===== src/rtl/mfrx_pkg.sv =====
package mfrx_pkg;
  localparam int FRAME_MAX = 9;

  typedef enum logic [2:0] {
    FMT_D9  = 3'd0,
    FMT_D8P = 3'd1,
    FMT_D8  = 3'd2,
    FMT_D7P = 3'd3,
    FMT_D7  = 3'd4
  } rx_fmt_e;

  // bits between start and stop, parity included
  function automatic logic [3:0] payload_len(input logic [2:0] f);
    case (f)
      FMT_D9, FMT_D8P: return 4'd9;
      FMT_D7P:         return 4'd8;
      FMT_D7:          return 4'd7;
      default:         return 4'd8;
    endcase
  endfunction

  function automatic logic early_report(input logic [2:0] f);
    return (f == FMT_D9) || (f == FMT_D8P);
  endfunction

  function automatic logic parity_at_ninth(input logic [2:0] f);
    return f == FMT_D8P;
  endfunction

  function automatic logic parity_at_stop(input logic [2:0] f);
    return f == FMT_D7P;
  endfunction

  // true when two or more of the three stop samples are low
  function automatic logic vote_low(input logic a, input logic b, input logic c);
    return (!a && !b) || (!a && !c) || (!b && !c);
  endfunction

  function automatic logic parity_wrong(input logic [FRAME_MAX-1:0] fr,
                                        input logic [2:0] f, input logic odd);
    if (f == FMT_D8P) return (^fr[8:0]) != odd;
    if (f == FMT_D7P) return (^fr[7:0]) != odd;
    return 1'b0;
  endfunction

  function automatic logic [7:0] pick_data(input logic [FRAME_MAX-1:0] fr,
                                           input logic [2:0] f);
    if (f == FMT_D7P || f == FMT_D7) return {1'b0, fr[6:0]};
    return fr[7:0];
  endfunction

  function automatic logic pick_bit8(input logic [FRAME_MAX-1:0] fr,
                                     input logic [2:0] f);
    return (f == FMT_D9) ? fr[8] : 1'b0;
  endfunction
endpackage


===== src/rtl/mfrx_sync.sv =====
module mfrx_sync #(
  parameter int STAGES = 2
) (
  input  logic clk,
  input  logic rst_n,
  input  logic din,
  output logic dout
);
  logic [STAGES-1:0] q;

  always_ff @(posedge clk) begin
    if (!rst_n) q <= '1;
    else        q <= {q[STAGES-2:0], din};
  end

  assign dout = q[STAGES-1];
endmodule


===== src/rtl/mfrx_frame_ctrl.sv =====
module mfrx_frame_ctrl
  import mfrx_pkg::*;
#(
  parameter int OSR = 16
) (
  input  logic                 clk,
  input  logic                 rst_n,
  input  logic                 tick,
  input  logic                 line,
  input  logic [2:0]           fmt,
  output logic                 ev_last,
  output logic                 ev_stop,
  output logic                 stop_low,
  output logic [FRAME_MAX-1:0] frame_now
);
  localparam int CW = $clog2(OSR);
  localparam int BW = $clog2(FRAME_MAX + 2);
  localparam logic [CW-1:0] MID_C  = CW'(OSR / 2);
  localparam logic [CW-1:0] V_LO   = CW'(OSR / 2 - 1);
  localparam logic [CW-1:0] V_HI   = CW'(OSR / 2 + 1);
  localparam logic [CW-1:0] LAST_C = CW'(OSR - 1);

  logic                 active;
  logic [CW-1:0]        cnt;
  logic [BW-1:0]        bitn;
  logic [FRAME_MAX-1:0] shreg;
  logic                 v_lo, v_mid;
  logic [BW-1:0]        plen, stop_idx;
  logic                 at_mid, ev_abort, ev_data;

  assign plen     = BW'(payload_len(fmt));
  assign stop_idx = plen + BW'(1);
  assign at_mid   = tick && active && (cnt == MID_C);
  assign ev_abort = at_mid && (bitn == '0) && line;
  assign ev_data  = at_mid && (bitn != '0) && (bitn <= plen);
  assign ev_last  = ev_data && (bitn == plen);
  assign ev_stop  = tick && active && (bitn == stop_idx) && (cnt == V_HI);
  assign stop_low = vote_low(v_lo, v_mid, line);

  always_comb begin
    frame_now = shreg;
    for (int i = 0; i < FRAME_MAX; i++)
      if (ev_data && (bitn == BW'(i + 1))) frame_now[i] = line;
  end

  always_ff @(posedge clk) begin
    if (!rst_n) begin
      active <= 1'b0;
      cnt    <= '0;
      bitn   <= '0;
      shreg  <= '0;
      v_lo   <= 1'b1;
      v_mid  <= 1'b1;
    end else if (tick) begin
      if (!active) begin
        if (!line) begin
          active <= 1'b1;
          cnt    <= CW'(1);
          bitn   <= '0;
          shreg  <= '0;
        end
      end else if (ev_abort || ev_stop) begin
        active <= 1'b0;
      end else begin
        shreg <= frame_now;
        if (bitn == stop_idx && cnt == V_LO)  v_lo  <= line;
        if (bitn == stop_idx && cnt == MID_C) v_mid <= line;
        if (cnt == LAST_C) begin
          cnt  <= '0;
          bitn <= bitn + BW'(1);
        end else begin
          cnt <= cnt + CW'(1);
        end
      end
    end
  end
endmodule


===== src/rtl/mfrx_report.sv =====
module mfrx_report
  import mfrx_pkg::*;
(
  input  logic                 clk,
  input  logic                 rst_n,
  input  logic [2:0]           fmt,
  input  logic                 odd_par,
  input  logic                 buf_read,
  input  logic                 err_clr,
  input  logic                 ev_last,
  input  logic                 ev_stop,
  input  logic                 stop_low,
  input  logic [FRAME_MAX-1:0] frame_now,
  output logic [7:0]           rx_data,
  output logic                 rx_bit8,
  output logic                 rx_irq,
  output logic                 perr,
  output logic                 ferr,
  output logic                 oerr
);
  logic load_evt, par_evt, set_pe, set_fe, set_oe, full;

  assign load_evt = early_report(fmt) ? ev_last : ev_stop;
  assign par_evt  = (parity_at_ninth(fmt) && ev_last) ||
                    (parity_at_stop(fmt) && ev_stop);
  assign set_pe   = par_evt && parity_wrong(frame_now, fmt, odd_par);
  assign set_fe   = ev_stop && stop_low;
  assign set_oe   = load_evt && full && !buf_read;

  always_ff @(posedge clk) begin
    if (!rst_n) begin
      rx_data <= '0;
      rx_bit8 <= 1'b0;
      rx_irq  <= 1'b0;
      full    <= 1'b0;
      perr    <= 1'b0;
      ferr    <= 1'b0;
      oerr    <= 1'b0;
    end else begin
      rx_irq <= load_evt;
      if (load_evt) begin
        rx_data <= pick_data(frame_now, fmt);
        rx_bit8 <= pick_bit8(frame_now, fmt);
        full    <= 1'b1;
      end else if (buf_read) begin
        full <= 1'b0;
      end
      perr <= set_pe || (perr && !err_clr);
      ferr <= set_fe || (ferr && !err_clr);
      oerr <= set_oe || (oerr && !err_clr);
    end
  end
endmodule


===== src/rtl/mf_uart_rx.sv =====
module mf_uart_rx
  import mfrx_pkg::*;
#(
  parameter int OSR         = 16,
  parameter int SYNC_STAGES = 2
) (
  input  logic       clk,
  input  logic       rst_n,
  input  logic       tick16,
  input  logic       rxd,
  input  logic [2:0] fmt_sel,
  input  logic       odd_par,
  input  logic       buf_read,
  input  logic       err_clr,
  output logic [7:0] rx_data,
  output logic       rx_bit8,
  output logic       rx_irq,
  output logic       perr,
  output logic       ferr,
  output logic       oerr
);
  logic                 rxd_s;
  logic                 ev_last, ev_stop, stop_low;
  logic [FRAME_MAX-1:0] frame_now;

  mfrx_sync #(.STAGES(SYNC_STAGES)) u_sync (
    .clk(clk), .rst_n(rst_n), .din(rxd), .dout(rxd_s)
  );

  mfrx_frame_ctrl #(.OSR(OSR)) u_ctrl (
    .clk(clk), .rst_n(rst_n), .tick(tick16), .line(rxd_s), .fmt(fmt_sel),
    .ev_last(ev_last), .ev_stop(ev_stop), .stop_low(stop_low),
    .frame_now(frame_now)
  );

  mfrx_report u_rep (
    .clk(clk), .rst_n(rst_n), .fmt(fmt_sel), .odd_par(odd_par),
    .buf_read(buf_read), .err_clr(err_clr), .ev_last(ev_last),
    .ev_stop(ev_stop), .stop_low(stop_low), .frame_now(frame_now),
    .rx_data(rx_data), .rx_bit8(rx_bit8), .rx_irq(rx_irq),
    .perr(perr), .ferr(ferr), .oerr(oerr)
  );
endmodule


===== config.mk =====
export PLATFORM = sky130hd
export DESIGN_NAME = mf_uart_rx
export DESIGN_NICKNAME = d
export VERILOG_FILES = /design/src/rtl/mfrx_pkg.sv /design/src/rtl/mfrx_sync.sv /design/src/rtl/mfrx_frame_ctrl.sv /design/src/rtl/mfrx_report.sv /design/src/rtl/mf_uart_rx.sv
export SDC_FILE = /design/constraint.sdc
export NUM_CORES = 1
export LEC_CHECK = 0
export CORE_ASPECT_RATIO = 1.75
export CORE_MARGIN = 2
export CORE_UTILIZATION = 45
export CTS_BUF_LIST = sky130_fd_sc_hd__clkbuf_8
export DETAILED_ROUTE_END_ITERATION = 16
export DONT_BUFFER_PORTS = 1
export GPL_TIMING_DRIVEN = 0
export SLEW_MARGIN = 20
export SYNTH_ARGS = -nofsm -noshare
export SYNTH_HDL_FRONTEND = slang
export SYNTH_SLANG_ARGS = --single-unit

===== constraint.sdc =====
create_clock -name clk -period 4.05 [get_ports clk]
set_clock_uncertainty 0.05 [all_clocks]
set_input_delay 0.405 -clock clk [delete_from_list [all_inputs] [get_ports clk]]
set_output_delay 0.405 -clock clk [all_outputs]
set_load 0.01 [all_outputs]

**Word-level counts from Yosys, hierarchy flattened**

Index checks and enable logic that the tools add are counted.

- Word-level logic and storage cells: 139
- Output and inout bits: 13
- Flip-flop bits (word level): 36

- Add/sub/neg operators: 3
- Reductions and logical operators: 57
- Mux-type cells: 40
- Magnitude comparators: 1
- Bitwise logic cells: 1
- Eq/ne operators: 23

Operators by type and width:

| kind | count |
|---|---|
| $logic_and A1 B1 Y1 | 32 |
| $mux W4 | 8 |
| $mux W9 | 3 |
| $mux W1 | 26 |
| $eq A4 B3 Y1 const B | 5 |
| $eq A4 B4 Y1 const B | 5 |
| $mux W8 | 2 |
| $add A4 B1 Y4 const B | 3 |
| $reduce_and A4 Y1 | 3 |
| $logic_or A1 B1 Y1 | 9 |
| $reduce_xor A9 Y1 | 1 |
| $eq A4 B2 Y1 const B | 2 |
| $eq A4 B4 Y1 | 2 |
| $pmux W4 S2 | 1 |
| $reduce_xor A8 Y1 | 1 |
| $logic_not A1 Y1 | 5 |
| $eq A4 B1 Y1 const B | 1 |
| $le A4 B4 Y1 | 1 |
| $logic_not A4 Y1 | 1 |
| $ne A2 B2 Y1 const B | 2 |
| $reduce_bool A4 Y1 | 1 |
| $eq A3 B1 Y1 const B | 1 |
| $eq A3 B2 Y1 const B | 1 |
| $eq A3 B3 Y1 const B | 1 |
| other kinds (7) | 8 |

**Logic depth before layout (Yosys ltp)**

Gate-level depths: netlist of the first run.

- Word-level depth: 15
- Depth in mapped cells: 13
- Gate-level depth less buffers: 12

**By module**

Synthesis of the first run repeated with hierarchy kept, for this count alone.

- Cells, all modules: 246
- Area total of the unflattened synthesis: 2218.4 um^2

Modules (own cells, without submodules):

| module | area each (um^2) | seq. area each (um^2) | cells an instance | times used |
|---|---|---|---|---|
| mfrx_frame_ctrl | 1510.2 | 400.4 | 181 | 1 |
| mfrx_report | 655.6 | 280.3 | 61 | 1 |
| mfrx_sync | 52.6 | 40.0 | 4 | 1 |

**Least setup slack after synthesis of the first run**

OpenSTA, ideal clock, no wires.

- Kind: input to register
- From: input port fmt_sel[0]
- To: register u_rep.perr
- Setup time: 0.079 ns
- Arrival: 2.631 ns
- Stages on the path: 13
- Setup slack: 1.290 ns
- Required time: 3.921 ns
- Cells stage by stage: nor2_1 -> nand2_1 -> inv_1 -> ha_1 -> and4_1 -> a21o_1 -> and3_1 -> buf_2 -> a31oi_1 -> xor2_1 -> xnor3_1 -> mux2i_1 -> a211oi_2

- Word-level cells in the longest chain between the ends: 15
- Elaborated cells between the ends (all ways): 48

Ends and longest elaborated chain:

| what | RTL line | text |
|---|---|---|
| from (decl) | mf_uart_rx.sv:11 | `input logic [2:0] fmt_sel,` |
| $eq A3 B1 Y1 / $logic_not A3 Y1 (equally long branches) | mfrx_pkg.sv:14, mfrx_pkg.sv:27, mfrx_pkg.sv:41 |  |
| $reduce_or A2 Y1 | mfrx_pkg.sv:14 | `case (f)` |
| $pmux W4 S2 | mfrx_pkg.sv:14 |  |
| $le A4 B4 Y1 | mfrx_frame_ctrl.sv:35 | `assign ev_data = at_mid && (bitn != '0) && (bitn <= plen);` |
| $logic_and A1 B1 Y1 | mfrx_frame_ctrl.sv:35 |  |
| $logic_and A1 B1 Y1 | mfrx_frame_ctrl.sv:43 | `if (ev_data && (bitn == BW'(i + 1))) frame_now[i] = line;` |
| $mux W1 | mfrx_frame_ctrl.sv:43 |  |
| $reduce_xor A9 Y1 | mfrx_pkg.sv:41 | `if (f == FMT_D8P) return (^fr[8:0]) != odd;` |
| $ne A1 B1 Y1 | mfrx_pkg.sv:41 |  |
| $mux W1 | mfrx_pkg.sv:41 |  |
| $mux W1 | mfrx_pkg.sv:42 | `if (f == FMT_D7P) return (^fr[7:0]) != odd;` |
| $mux W1 | mfrx_pkg.sv:43 | `return 1'b0;` |
| $mux W1 | mfrx_pkg.sv:42 |  |
| $logic_and A1 B1 Y1 (*) | mfrx_report.sv:26 | `assign set_pe = par_evt && parity_wrong(frame_now, fmt, odd_par);` |
| $logic_or A1 B1 Y1 (*) | mfrx_report.sv:48 | `perr <= set_pe \|\| (perr && !err_clr);` |
| to (signal assigned) | mfrx_report.sv:48 |  |
| to (decl) | mfrx_report.sv:17 | `output logic perr,` |

Mark *: on every way between the ends. The rest lies on a longest branch, timed or not. The select of a mux whose other input is x is not followed.
A chain may end at the register's enable or synchronous reset.

**Worst setup path in the final report of the first run**

- From: register u_ctrl.bitn[0]
- To: register u_ctrl.shreg[5]

- Word-level cells in the longest chain between the ends: 7
- Elaborated cells between the ends (all ways): 18

Ends and longest elaborated chain:

| what | RTL line | text |
|---|---|---|
| from (decl) | mfrx_frame_ctrl.sv:25 | `logic [BW-1:0] bitn;` |
| from (signal assigned) | mfrx_frame_ctrl.sv:70 | `bitn <= bitn + BW'(1);` |
| parallel branches: the longest is 7 deep, another holds $le A4 B4 Y1 | -- |  |
| to (signal assigned) | mfrx_frame_ctrl.sv:65 | `shreg <= frame_now;` |
| to (decl) | mfrx_frame_ctrl.sv:26 | `logic [FRAME_MAX-1:0] shreg;` |

Parallel ways; which one is timed is not known. The select of a mux whose other input is x is not followed.

==> results.md, run 1 <==
Min path
* rxd — worst hold path startpoint
* primary input to flop — class of the worst hold path
* 1 — cell depth of the worst min-delay path
* u_sync.q[0] — Worst Hold End

Synthesis
* dfxtp_1 — Post-synth top flop
* 34.3% — sequential element share of the synthesized area
* 0 — YS warnings
* 272 — number of nets in the synthesized netlist
* 8.38 um^2 — mean post-synth cell area
* 36 — flop and latch count out of synthesis
* 0 — number of synthesized flops with an enable pin
* 251 — number of standard cells after synthesis
* 2100 um^2 — cell area after synthesis
* 51 — Yosys cell types
* 0% — fraction of registers with async set/reset

Worst setup path
* flop — nature of the critical path startpoint
* simple AND/OR/NAND/NOR gates — kind of cell adding the most delay to the critical path
* 10 — maximum net fanout on the critical path
* nand3_1 — cell mode on critical path
* 0.88 ns — register-to-register path setup slack
* 9 — R2R cell count
* flop to flop — path type of the worst setup path
* u_ctrl.bitn[0] — Critical path origin
* 4.23 ns — data required time at the worst endpoint
* inv_1, ha_1, nor3b_1, nand3_1, nand3_1, clkbuf_1, buf_1, a21oi_1, nor2_1 — cell-by-cell trace of the critical path
* 3 — WP buf/inv
* 0.48 ns — slowest cell delay on critical path
* buf_1 — critical-path cell with the highest stage delay
* 3.35 ns — crit path DAT
* u_ctrl.shreg[5] — Reg-to-Reg End
* u_ctrl.bitn[0] — r2r startpoint
* flop — endpoint kind of the worst setup timing path

Final layout
* 1280 um^2 — combined area of the multi-input logic cells
* nor2_1 (44), dfxtp_1 (36), a21oi_1 (16) — most frequent cells in the layout
* 444 — Fill cells
* nor2_1 — most common cell after layout, fill and taps aside
* 279 — net total in the final layout
* 0 — Ant. Diodes
* 8.33% — Area growth syn-to-layout
* 51.3% — final design utilization
* 721 um^2 — area occupied by registers
* 7.72% — fraction of layout instances using a drive strength above 1

Run status
* finished, final reports clean — result of the run

CTS
* 36 — sink count of the clock tree
* 0.29 ns — clock network latency to the later pin of the worst-skew pair
* 0.08 ns — CTS clock-pin slew for the worst setup and hold paths
* 2 — H-tree depth
* yes — CTS tree
* 0 — cts repair resizes
* 2 — number of buffers on the longest clock path
* 0 — hold-fix buffers at CTS
* clkbuf_8 — root buffer cell
* 0 — number of buffers added for setup after CTS
* 5 — total CTS buffers

Global routing
* 21.4% — GRT Util Overall
* 0 — number of antenna violations at the first check in global routing
* 13 — largest net degree at the start of global routing
* 1734 — vias in the first global route
* 8630 um — first-pass GRT wire length
* 0 — total gr overflow

STA
* 0 — final setup fails
* no — unrepaired setup endpoints after global routing
* 64.3% — worst slew margin relative to its limit
* 78.3% — Period Utilization, post-route
* 3.17 ns — final critical path time including I/O delays and setup
* 0.316 GHz — Achievable Freq
* 0.536 ns — worst-margin pin slew
* 0 — final max-slew violation count
* 0 — hold violation total from the final report
* 0 ns — final sum of negative setup slack

Placed design
* 0.823 — final RePlAce weighted congestion
* 0 — Port Buf Inserts
* 3930 um — HPWL Detailed

Floorplan
* 32 — cell row count
* 5260 um^2 — Total Die Area
* 23 — number of top-level pins
* 55.7 um — die boundary width
* 94.4 um — chip height
* 47.3% — initial core utilization
* 4440 um^2 — Core Area

Route
* 5180 um — sum of routed wire length over all layers
* 5 — detailed-routing iteration count for the pre-antenna-repair pass
* 49 — Detailed Route Iter0 Violations
* 5.83 — mean number of vias per cell
* 1808 — vias
* 0 — post-route ant nets
* 0 — number of DRC violations after detailed routing
* 16.7 um — routed wirelength normalized by instance count

Pwr
* 0.871 nW — static leakage
* 312 nW/um^2 — ratio of total power to cell area
* 0.261 mV — Worst VDD drop

Run
* 0 — max-cap viol count

==> Yosys cell counts (3+ instances only) <==
| cell type | instances | share of area (%) |
|---|---|---|
| a211oi_1 | 10 | 3.6 |
| a21oi_1 | 16 | 3.8 |
| a22oi_1 | 4 | 1.4 |
| a41oi_1 | 3 | 1.2 |
| clkbuf_1 | 8 | 1.4 |
| dfxtp_1 | 36 | 34 |
| ha_1 | 11 | 6.5 |
| inv_1 | 14 | 2.5 |
| mux2i_1 | 8 | 3.8 |
| nand2_1 | 15 | 2.7 |
| nand2b_1 | 4 | 1.2 |
| nand3_1 | 9 | 2.1 |
| nand4_1 | 5 | 1.5 |
| nor2_1 | 44 | 7.9 |
| nor2b_1 | 4 | 1.2 |
| o211ai_1 | 3 | 1.1 |
| o21ai_0 | 5 | 1.2 |
| xnor2_1 | 4 | 1.7 |
| xor2_1 | 7 | 2.9 |
==> worst register-to-register path: stages (launching register included) <==
cell and delay, ns:
dfxtp_1 0.44, inv_1 0.12, ha_1 0.32, nor3b_1 0.46, nand3_1 0.35, nand3_1 0.25
clkbuf_1 0.41, buf_1 0.48, a21oi_1 0.14, nor2_1 0.10
==> metal layers <==
layer	part of all wire, %	routed length (um)	up-vias	GRT usage (%)
met1	38	1970	847	23.3
met3	3.0	153	13	3.42
met4	4.0	207	0	11.6
li1	-	-	910	-
met2	55	2840	38	39.1
met5	0	0	-	0
==> where the power goes <==
group	internal, W	leakage [nW]	switching, W
combinational	0.0000113	0.526	0.0000230
clock	0.000182	0.0541	0.000138
sequential	0.000355	0.291	0.00000224
==> layout make-up <==
cell class | instances | area share, %
clock buffer | 5 | 3.02
multi-input combinational | 189 | 56.3
buffer | 11 | 1.92
inverter | 15 | 2.47
sequential | 36 | 31.6
tap | 51 | 2.80
clock inverter | 3 | 1.87
==> kinds of logic (layout without fill, tap and decap cells) <==
logic type / Yosys count / after routing / share of synthesized area [%]
xor+xnor: 12 / 12 / 5.65
compound gates: 58 / 58 / 19.8
buf+inv: 26 / 34 / 4.76
fa+ha+maj: 12 / 12 / 7.02
mux: 10 / 10 / 5.41
simple gates: 97 / 97 / 23.1
flops: 36 / 36 / 34.3
==> worst max path at each step <==
stage,to,cells past startpoint
global route,u_ctrl.shreg[1],9
detailed placement,u_ctrl.shreg[7],9
CTS,u_ctrl.shreg[7],9
global placement,u_ctrl.shreg[7],9
finish,u_ctrl.shreg[5],9
floorplan,u_rep.perr,13
==> sequential cells by signal (all words and copies together) (netlist names) <==
signal,flops
u_rep.oerr,1
u_ctrl.v_lo,1
u_rep.rx_bit8,1
u_ctrl.bitn,4
u_rep.ferr,1
u_ctrl.v_mid,1
u_ctrl.active,1
u_rep.full,1
u_sync.q,2
u_rep.perr,1
u_ctrl.cnt,4
u_rep.rx_data,8
u_ctrl.shreg,9
u_rep.rx_irq,1
==> stage by stage <==
stage	total power (W)	area [um^2]	worst slack, ns	cells	hold slack (ns)
finish	0.000712	2280	0.881	310	0.164
global route	0.000736	2280	0.650	310	0.162
floorplan	0.000391	2100	1.29	251	0.336
CTS	0.000722	2280	0.882	310	0.158
global placement	0.000400	2170	0.930	302	0.340
detailed placement	0.000401	2170	0.904	302	0.347
Power figures use the tool's default switching activity.
==> run 2, diff against run 1 <==
==> constraint.sdc (replaced) <==
create_clock -name clk -period 2.79 [get_ports clk]
set_clock_uncertainty 0.05 [all_clocks]
set_input_delay 0.279 -clock clk [delete_from_list [all_inputs] [get_ports clk]]
set_output_delay 0.279 -clock clk [all_outputs]
set_load 0.01 [all_outputs]
==> run 2 against run 1 <==
Against the previous run:
- utilization increased by 3.0 points
- setup slack got worse by 0.84 ns
- critical path depth increased by 2
- register-to-register slack got worse by 0.84 ns
==> results.md, run 2 (synthesis results as in run 1) <==
Route
* 0 — post-route ant nets, unchanged
* 1838 — vias, +1.7%
* 17.0 um — routed wirelength normalized by instance count, +1.7%
* 5400 um — sum of routed wire length over all layers, +4.3%
* 5.78 — mean number of vias per cell, -0.90%
* 37 — Detailed Route Iter0 Violations, -24%
* 0 — number of DRC violations after detailed routing, unchanged
* 4 — detailed-routing iteration count for the pre-antenna-repair pass, -1

CTS
* 2 — H-tree depth, unchanged
* 2 — number of buffers on the longest clock path, unchanged
* clkbuf_8 — root buffer cell
* 36 — sink count of the clock tree, unchanged
* yes — CTS tree
* 0.08 ns — CTS clock-pin slew for the worst setup and hold paths, about the same
* 5 — total CTS buffers, unchanged
* 0.30 ns — clock network latency to the later pin of the worst-skew pair, about the same

STA
* 0.0370 ns — fin worst setup slack, -0.844 ns
* 0 — final setup fails, unchanged
* 0.514 ns — worst-margin pin slew, -0.0223 ns
* 0 — hold violation total from the final report, unchanged
* yes — unrepaired setup endpoints after global routing
* 0 — final max-slew violation count, unchanged
* 0.0378 ns — minimum hold slack, -0.126 ns
* 2.75 ns — final critical path time including I/O delays and setup, -0.416 ns
* 98.7% — Period Utilization, post-route, +20 points
* 0.363 GHz — Achievable Freq, +15%
* 65.7% — worst slew margin relative to its limit, +1.4 points

Floorplan
* 23 — number of top-level pins, unchanged
* 4440 um^2 — Core Area, unchanged
* 32 — cell row count, unchanged
* 5260 um^2 — Total Die Area, unchanged
* 55.7 um — die boundary width, unchanged
* 47.3% — initial core utilization, unchanged
* 94.4 um — chip height, unchanged

Pwr
* 0.929 nW — static leakage, +6.6%
* 432 nW/um^2 — ratio of total power to cell area, +38%
* 45.1% — relative contribution of the clock network to total power, +0.2 points
* 5.2% — proportion of power drawn by combinational gates, +0.4 points
* 23.4% — Switching Share, +0.51 points
* 49.7% — Seq pwr share, -0.5 points
* 0.000798 W — Int Pwr, +45%
* 0.359 mV — Worst VDD drop, +37%
* 0.000244 W — switching power of the nets, +50%

Run
* 0 — max-cap viol count, unchanged

Worst setup path
* 2.92 ns — crit path DAT, -0.43 ns
* flop — endpoint kind of the worst setup timing path
* flop to flop — path type of the worst setup path
* 2.96 ns — data required time at the worst endpoint, -1.27 ns
* 7 — maximum net fanout on the critical path, -3
* flop — nature of the critical path startpoint

Global routing
* 0 — total gr overflow, unchanged
* 1747 — vias in the first global route, +0.75%
* 21.6% — GRT Util Overall, +0.14 points
* 13 — largest net degree at the start of global routing, unchanged
* 8710 um — first-pass GRT wire length, +0.88%
* 0 — number of antenna violations at the first check in global routing, unchanged

Final layout
* u_ctrl.shreg (9), u_rep.rx_data (8) — Largest regs
* 14.6% — Area growth syn-to-layout
* 287 — net total in the final layout, +2.9%
* nor2_1 (44), dfxtp_1 (30), a21oi_1 (16) — most frequent cells in the layout
* u_ctrl.shreg — largest register by flop count
* nor2_1 — most common cell after layout, fill and taps aside
* 16.1% — fraction of layout instances using a drive strength above 1, +8.4 points
* 9 — max reg flops, unchanged
* 0 — Ant. Diodes, unchanged

Placed design
* 0 — Port Buf Inserts, unchanged
* 0.823 — final RePlAce weighted congestion, unchanged
* -0.356 ns — pre-CTS setup slack, -1.26 ns
* 3930 um — HPWL Detailed, unchanged

Min path
* primary input to flop — class of the worst hold path

Run status
* finished, final reports clean — result of the run

-- run 2: cell types whose count changed in the layout (fill, tap and decap cells not counted), sizes merged --
| cell | delta |
|---|---|
| clkbuf | -1 |
| buf | +9 |
-- run 2: worst max-delay path, cell delays in order, from the launching register on --
cell and delay [ns]:
dfxtp_4 0.36, inv_1 0.07, ha_1 0.31, and4_1 0.18
a21o_4 0.22, buf_4 0.14, nand4_4 0.09, mux2i_4 0.31
xor2_1 0.17, xnor3_1 0.44, mux2i_1 0.15, a211oi_2 0.19
-- run 2: power by group through the flow --
stage | registers, W | logic (W) | clock network (W)
6_report | 0.000517 | 0.0000545 | 0.000470
3_5_place_dp | 0.000531 | 0.0000505 | 0
3_3_place_gp | 0.000531 | 0.0000500 | 0
5_1_grt | 0.000518 | 0.0000607 | 0.000493
2_1_floorplan | 0.000530 | 0.0000372 | 0
4_1_cts | 0.000518 | 0.0000515 | 0.000478
-- run 2: area by class of cell --
cell class | instances | area (um^2)
Multi-Input combinational cell | 189 | 1340
Clock inverter | 3 | 42.5
Sequential cell | 36 | 733
Fill cell | 419 | 2030
Inverter | 15 | 56.3
Buffer | 10 | 42.5
Tap cell | 51 | 63.8
Timing Repair Buffer | 9 | 67.6
Clock buffer | 5 | 68.8
-- run 2: repair_timing --
action	CTS	global route
hold endpoints to repair	0	0
hold buffers	0	0
resized for setup	6	12
pin swaps	3	6
buffers inserted	5	4
setup endpoints to repair	15	22
-- run 2: metrics by stage --
step                      cells  area [um^2]  setup TNS [ns]  power (W)  utilization, %
final                       318         2410               0    0.00104            54.2
after global routing        318         2410          -0.113    0.00107            54.2
after CTS                   314         2320               0    0.00105            52.2
after detailed placement    302         2170           -3.62   0.000582            48.8
after global placement      302         2170           -3.32   0.000581            48.8
after floorplan             251         2100               0   0.000567               -
-- run 2: final timing paths --
path / start / endpoint / slack (ns) / cells past startpoint
max: u_ctrl.bitn[0] / u_rep.perr / 0.04 / 11
min: rxd / u_sync.q[0] / 0.04 / 1
max reg2reg: u_ctrl.bitn[0] / u_rep.perr / 0.04 / 11
min reg2reg: u_sync.q[0] / u_sync.q[1] / 0.37 / 1
-- run 2: metal layers --
layer	global-route usage [%]	vias up	wire length (um)
met1	23.5	853	2090
met3	3.56	14	167
li1	-	929	-
met2	38.7	42	2900
met4	12.6	0	245
met5	0	-	0
